==> src/rtl/lirq_pkg.sv <==
package lirq_pkg;

  localparam int NSRC   = 7;
  localparam int PIN_W  = 6;
  localparam int DATA_W = 32;

  // Pending / enable bit order (behavioural: software decodes it).
  typedef enum logic [2:0] {
    SRC_WDOG = 3'd0,
    SRC_CMP  = 3'd1,
    SRC_TMR  = 3'd2,
    SRC_PERF = 3'd3,
    SRC_SW0  = 3'd4,
    SRC_SW1  = 3'd5,
    SRC_DBG  = 3'd6
  } src_e;

  typedef struct packed {
    logic             to_pin;
    logic             to_nmi;
    logic [PIN_W-1:0] pin;
  } route_t;

  localparam logic [11:0] OFS_CTL  = 12'h000;
  localparam logic [11:0] OFS_PEND = 12'h004;
  localparam logic [11:0] OFS_EN   = 12'h008;
  localparam logic [11:0] OFS_ECLR = 12'h00C;
  localparam logic [11:0] OFS_ESET = 12'h010;
  localparam logic [11:0] OFS_MAP  = 12'h040;

  // Routing slot of a source: the debug channel moves up behind the timer.
  function automatic int unsigned route_slot(input int unsigned s);
    if (s <= 2) return s;
    if (s == 6) return 3;
    return s + 1;
  endfunction

endpackage

==> src/rtl/lirq_regbus.sv <==
module lirq_regbus
  import lirq_pkg::*;
#(
  parameter int          ADDR_W    = 8,
  parameter logic [31:0] CTL_VALUE = 32'h0000_001E
) (
  input  logic              clk,
  input  logic              rst_n,
  input  logic              req_valid,
  input  logic              req_we,
  input  logic [ADDR_W-1:0] req_addr,
  input  logic [DATA_W-1:0] req_wdata,
  input  logic [NSRC-1:0]   pend,
  output logic [NSRC-1:0]   enable,
  output route_t            route_by_src [NSRC],
  output logic              rsp_valid,
  output logic [DATA_W-1:0] rsp_data
);

  localparam logic [ADDR_W-1:0] A_CTL  = ADDR_W'(OFS_CTL);
  localparam logic [ADDR_W-1:0] A_PEND = ADDR_W'(OFS_PEND);
  localparam logic [ADDR_W-1:0] A_EN   = ADDR_W'(OFS_EN);
  localparam logic [ADDR_W-1:0] A_ECLR = ADDR_W'(OFS_ECLR);
  localparam logic [ADDR_W-1:0] A_ESET = ADDR_W'(OFS_ESET);
  localparam logic [ADDR_W-1:0] A_MAP  = ADDR_W'(OFS_MAP);
  localparam logic [ADDR_W-1:0] A_MEND = ADDR_W'(OFS_MAP + 12'(4 * NSRC));

  route_t slot_q [NSRC];
  logic   wr, rd, in_map;
  logic [ADDR_W-1:0] map_off;
  logic [2:0]        slot;

  assign wr      = req_valid &&  req_we;
  assign rd      = req_valid && !req_we;
  assign in_map  = (req_addr >= A_MAP) && (req_addr < A_MEND) && (req_addr[1:0] == 2'b00);
  assign map_off = req_addr - A_MAP;
  assign slot    = map_off[4:2];

  // Enable vector: write-one-to-set / write-one-to-clear.
  always_ff @(posedge clk or negedge rst_n) begin
    if (!rst_n) begin
      enable <= '0;
    end else if (wr && req_addr == A_ESET) begin
      enable <= enable | req_wdata[NSRC-1:0];
    end else if (wr && req_addr == A_ECLR) begin
      enable <= enable & ~req_wdata[NSRC-1:0];
    end
  end

  // Routing entries, stored in slot order.
  for (genvar k = 0; k < NSRC; k++) begin : g_slot
    always_ff @(posedge clk or negedge rst_n) begin
      if (!rst_n) begin
        slot_q[k] <= '0;
      end else if (wr && in_map && slot == 3'(k)) begin
        slot_q[k].to_pin <= req_wdata[31];
        slot_q[k].to_nmi <= req_wdata[30];
        slot_q[k].pin    <= req_wdata[PIN_W-1:0];
      end
    end
  end

  // Present routing in source order.
  for (genvar s = 0; s < NSRC; s++) begin : g_src
    assign route_by_src[s] = slot_q[route_slot(s)];
  end

  logic [DATA_W-1:0] rd_mux;
  always_comb begin
    rd_mux = '0;
    if (in_map) begin
      for (int k = 0; k < NSRC; k++) begin
        if (slot == 3'(k)) begin
          rd_mux = {slot_q[k].to_pin, slot_q[k].to_nmi,
                    {(DATA_W-2-PIN_W){1'b0}}, slot_q[k].pin};
        end
      end
    end else begin
      case (req_addr)
        A_CTL:   rd_mux = CTL_VALUE;
        A_PEND:  rd_mux = {{(DATA_W-NSRC){1'b0}}, pend};
        A_EN:    rd_mux = {{(DATA_W-NSRC){1'b0}}, enable};
        default: rd_mux = '0;
      endcase
    end
  end

  always_ff @(posedge clk or negedge rst_n) begin
    if (!rst_n) begin
      rsp_valid <= 1'b0;
      rsp_data  <= '0;
    end else begin
      rsp_valid <= rd;
      rsp_data  <= rd ? rd_mux : rsp_data;
    end
  end

  // set and clear writes act only on the bits written as one
  a_r3_set_takes: assert property (@(posedge clk) disable iff (!rst_n)
    (wr && req_addr == A_ESET) |=> ((enable & $past(req_wdata[NSRC-1:0])) == $past(req_wdata[NSRC-1:0])));
  a_r3_clr_takes: assert property (@(posedge clk) disable iff (!rst_n)
    (wr && req_addr == A_ECLR) |=> ((enable & $past(req_wdata[NSRC-1:0])) == '0));
  // a response only follows an accepted read
  a_r10_rsp_after_read: assert property (@(posedge clk) disable iff (!rst_n)
    rsp_valid |-> $past(rd));
  // control word reads its fixed value
  a_r9_ctl_fixed: assert property (@(posedge clk) disable iff (!rst_n)
    (rd && req_addr == A_CTL) |=> (rsp_data == CTL_VALUE));

endmodule

==> src/rtl/lirq_lane.sv <==
module lirq_lane
  import lirq_pkg::*;
#(
  parameter int NUM_PINS = 6
) (
  input  logic                active,
  input  route_t              route,
  output logic [NUM_PINS-1:0] pin_req,
  output logic                nmi_req
);

  logic pin_mode;
  assign nmi_req  = active && route.to_nmi;
  assign pin_mode = active && route.to_pin && !route.to_nmi;

  // Pin numbers at or above NUM_PINS never match any output.
  for (genvar p = 0; p < NUM_PINS; p++) begin : g_pin
    assign pin_req[p] = pin_mode && (route.pin == PIN_W'(p));
  end

endmodule

==> src/rtl/lirq_router.sv <==
module lirq_router
  import lirq_pkg::*;
#(
  parameter int NUM_PINS      = 6,
  parameter int ADDR_W        = 8,
  parameter bit DBG_ROUTABLE  = 1'b1,
  parameter bit SW_ROUTABLE   = 1'b1,
  parameter bit PERF_ROUTABLE = 1'b1,
  parameter bit TMR_ROUTABLE  = 1'b1,
  parameter bit EXT_CTRL_MODE = 1'b0
) (
  input  logic                clk,
  input  logic                rst_n,
  input  logic [6:0]          src_i,
  input  logic                bus_req_valid,
  output logic                bus_req_ready,
  input  logic                bus_req_we,
  input  logic [ADDR_W-1:0]   bus_req_addr,
  input  logic [31:0]         bus_req_wdata,
  output logic                bus_rsp_valid,
  output logic [31:0]         bus_rsp_data,
  output logic [NUM_PINS-1:0] irq_pin_o,
  output logic                irq_nmi_o
);

  localparam logic [31:0] CTL_VALUE = {27'd0, DBG_ROUTABLE, SW_ROUTABLE,
                                       PERF_ROUTABLE, TMR_ROUTABLE, EXT_CTRL_MODE};

  logic [NSRC-1:0]     pend_q;
  logic [NSRC-1:0]     enable;
  route_t              route_by_src [NSRC];
  logic [NUM_PINS-1:0] lane_pins [NSRC];
  logic [NSRC-1:0]     lane_nmi;
  logic [NUM_PINS-1:0] pins_d;
  logic                nmi_d;

  assign bus_req_ready = 1'b1;

  always_ff @(posedge clk or negedge rst_n) begin
    if (!rst_n) pend_q <= '0;
    else        pend_q <= src_i;
  end

  lirq_regbus #(.ADDR_W(ADDR_W), .CTL_VALUE(CTL_VALUE)) u_regs (
    .clk          (clk),
    .rst_n        (rst_n),
    .req_valid    (bus_req_valid),
    .req_we       (bus_req_we),
    .req_addr     (bus_req_addr),
    .req_wdata    (bus_req_wdata),
    .pend         (pend_q),
    .enable       (enable),
    .route_by_src (route_by_src),
    .rsp_valid    (bus_rsp_valid),
    .rsp_data     (bus_rsp_data)
  );

  for (genvar s = 0; s < NSRC; s++) begin : g_lane
    lirq_lane #(.NUM_PINS(NUM_PINS)) u_lane (
      .active  (pend_q[s] && enable[s]),
      .route   (route_by_src[s]),
      .pin_req (lane_pins[s]),
      .nmi_req (lane_nmi[s])
    );
  end

  always_comb begin
    pins_d = '0;
    for (int s = 0; s < NSRC; s++) pins_d |= lane_pins[s];
    nmi_d = |lane_nmi;
  end

  always_ff @(posedge clk or negedge rst_n) begin
    if (!rst_n) begin
      irq_pin_o <= '0;
      irq_nmi_o <= 1'b0;
    end else begin
      irq_pin_o <= pins_d;
      irq_nmi_o <= nmi_d;
    end
  end

  // a raised pin needs a pending, enabled source one edge earlier
  a_r6_pin_has_cause: assert property (@(posedge clk) disable iff (!rst_n)
    (|irq_pin_o) |-> $past(|(pend_q & enable)));
  // NMI needs a pending, enabled source one edge earlier
  a_r7_nmi_has_cause: assert property (@(posedge clk) disable iff (!rst_n)
    irq_nmi_o |-> $past(|(pend_q & enable)));
  // the port never back-pressures
  a_r10_always_ready: assert property (@(posedge clk) disable iff (!rst_n)
    bus_req_ready);

endmodule

==> config.mk <==
export PLATFORM = sky130hd
export DESIGN_NAME = lirq_router
export DESIGN_NICKNAME = d
export VERILOG_FILES = /design/src/rtl/lirq_pkg.sv /design/src/rtl/lirq_regbus.sv /design/src/rtl/lirq_lane.sv /design/src/rtl/lirq_router.sv
export SDC_FILE = /design/constraint.sdc
export NUM_CORES = 1
export LEC_CHECK = 0
export ABC_AREA = 1
export BUFFER_PORTS_ARGS = -buffer_cell sky130_fd_sc_hd__clkbuf_2
export CAP_MARGIN = 20
export CORE_ASPECT_RATIO = 1.1
export CORE_MARGIN = 8
export CORE_UTILIZATION = 33
export CTS_CLUSTER_SIZE = 25
export DETAILED_ROUTE_END_ITERATION = 6
export GPL_TIMING_DRIVEN = 1
export PLACE_DENSITY = 0.53
export SLEW_MARGIN = 20
export SYNTH_ARGS = -nofsm -noshare
export SYNTH_HDL_FRONTEND = slang
export SYNTH_SLANG_ARGS = --single-unit
==> constraint.sdc <==
create_clock -name clk -period 2.22 [get_ports clk]
set_clock_uncertainty 0.05 [all_clocks]
set_input_delay 0.333 -clock clk [delete_from_list [all_inputs] [get_ports clk]]
set_output_delay 0.333 -clock clk [all_outputs]
set_load 0.02 [all_outputs]
==> qor.yml <==
grt_setup_unrepaired: "no"
port_buffers: 44
synth_edf_count: 0
hpwl_mm: 10.6
overflow: 0
drive_gt1_share_pct: 15.2
fin_area_um2: 5490
netlist.area_leader.share_pct: 45.6
grt_use_total_pct: 15.7
cts_tree: "yes"
clock_latency_ns: 0.35
start_kind: "register"
yosys_warnings: 0
cp_data_required_time_ns: 2.46
area_growth_pct: 15.1
yosysMostFrequentCell: "nand2_1"
finalSetupViolCount: 0
die_y_um: 142
synth_top_family_by_area: "simple AND/OR/NAND/NOR gates"
synth_simple_gate_area_share_pct: 31.4
syn-cell-area_um2: 4770
initial_utilization_pct: 33.4
clockRootBuffer: "clkbuf_16"
yosysTopAreaCell: "dfrtp_1"
syn_avg_cell_area_um2: 7.77
die_w_um: 131
final_net_count: 715
synthTopCellsByCount: "nand2_1, dfrtp_1, nor2_1, inv_1, o21ai_1"
period_needed_ns: 1.72
dr.pass1.iters: 5
cts_max_path_buffers: 2
fp-row-count: 46
synth-compound-area-share_pct: 11.7
routedWlPerCell_um: 16.0
max-cap-violations: 0
h-tree-depth: 3
drtAntennaViolNets: 0
grt_first_pass_wirelength_mm: 22.1
clock-sinks: 87
hold_class: "in2reg"
numCtsBuffers: 9
yosys-top-cells-area: "dfrtp_1, nand2_1, nor2_1, o21ai_1, inv_1"
synthAdderAreaFrac_pct: 0
vias_per_cell: 4.82
wl_mm: 13.7
final_util_pct: 38.5
synth-seq-cells: 87
antenna_found_initial: 0
p_leak_nw: 2.72
maxSlewHeadroom_pct: 57.0
drt_iter0_markers: 258
finalHoldViolCount: 0
ys_seq_area_share_pct: 45.6
first_global_vias: 4189
yosys.area_share.xor_xnor_pct: 0
end_kind: "register"
grt_max_degree: 40
ir_drop_uv: 426
power_density_nw_per_um2: 706
path_class: "reg2reg"
boundaryPins: 92
max_freq_mhz: 583
fin_crit_sh_pct: 77.3
muxShareOfSynthArea_pct: 0
place.gp.congestion: 0.876
grtUsageMet2_pct: 25.0
die_area_um2: 18600
hold_ws_ns: 0.0350
maxSlewViolCount: 0
post_cts.repair.setup_buffers: 0
worst_pin_slew_ns: 0.640
use_met1_pct: 19.4
synthCells: 614
remaining_drc_errors: 0
netlist-cell-type-count: 35
synthArstFlopShare_pct: 100
placed_area_um2: 5110
clk_pin_slew_ns: 0.07
status: "finished clean"
core_um2: 14300
route.vias.total: 4149
use_met3_pct: 3.41
worstPathMaxFanout: 4
n_antenna_cell: 0
setup_tns_ns: 0
arrival_ns: 1.96
globalRoute.busiestLayer: "met2"
ys.flop_type: "dfrtp_1"
[final cells by class]
type | instances | area, um^2
Inverter | 64 | 243
Clock inverter | 7 | 145
Tap cell | 192 | 240
Sequential cell | 87 | 2180
Multi-Input combinational cell | 448 | 2150
Clock buffer | 9 | 225
Fill cell | 1522 | 8780
Timing Repair Buffer | 54 | 313
[sequential cells by signal (all words and copies together), names as in the netlist, named ones only]
register	count
irq_pin_o	6
u_regs.rsp_data	9
u_regs.route_by_src	56
pend_q	7
u_regs.rsp_valid	1
irq_nmi_o	1
[kinds of logic (layout without fill, tap and decap cells)]
group,count (synthesis),count (layout)
AOI/OAI and AO/OA,99,99
DFF,87,87
other,2,24
buffers and inverters,101,134
and+or+nand+nor,325,325
[power by group]
| part | total (mW) | internal, mW | leakage [nW] | switching (mW) |
|---|---|---|---|---|
| Combinational | 0.330 | 0.0871 | 1.36 | 0.243 |
| Sequential | 1.68 | 1.63 | 1.18 | 0.0423 |
| Clock | 1.87 | 1.22 | 0.176 | 0.652 |
[critical path, stage by stage (launching register included)]
cell and delay, ns:
dfrtp_1 0.36, nand2_1 0.13, nor3_1 0.52, nand3_1 0.21, o22ai_1 0.24, nor2_1 0.07, nand2_1 0.07
[per-layer routing]
metal,vias up,routed length [um]
li1,2072,-
met1,1908,6020
met2,143,6450
met3,26,868
met4,0,403
met5,-,0
[stage by stage]
stage	total power, mW	setup slack, ns	std cells
after floorplan	1.92	0.677	636
after global placement	2.03	0.364	844
after detailed placement	2.04	0.332	844
after CTS	3.92	0.529	861
after global routing	4.02	0.392	861
final	3.88	0.503	861
[path summary, 6_finish.rpt]
check | slack, ns | cells after the start | end | start
setup / recovery | 0.50 | 6 | irq_pin_o[3] | register
hold / removal | 0.03 | 1 | pend_q[6] | src_i[6]
setup reg to reg | 0.50 | 6 | irq_pin_o[3] | register
hold reg to reg | 0.44 | 2 | u_regs.rsp_data[6] | u_regs.rsp_data[6]
max in group asynchronous | 0.95 | 3 | u_regs.route_by_src[1] | rst_n
min in group asynchronous | 0.48 | 2 | async pin | rst_n
[cells in the final DEF, fill, tap and decap left out, types with 3 or more instances in the layout]
cell type	instances
nor2_2	3
nand3_1	31
inv_1	60
nand4_1	32
conb_1	24
dfrtp_1	87
clkbuf_16	9
o21ai_1	46
nor2_1	73
o21ai_2	11
nand2_4	8
nor3_1	8
a21oi_1	12
nand2_1	156
buf_4	9
bufinv_16	4
nand2_2	3
o21ai_0	20
clkbuf_2	43
o22ai_1	5
[timing repair]
action                    CTS  global route
gates resized for setup     0             0
hold buffers                1             0
hold endpoints to repair   37             0
(Power assumes the default switching activity.)
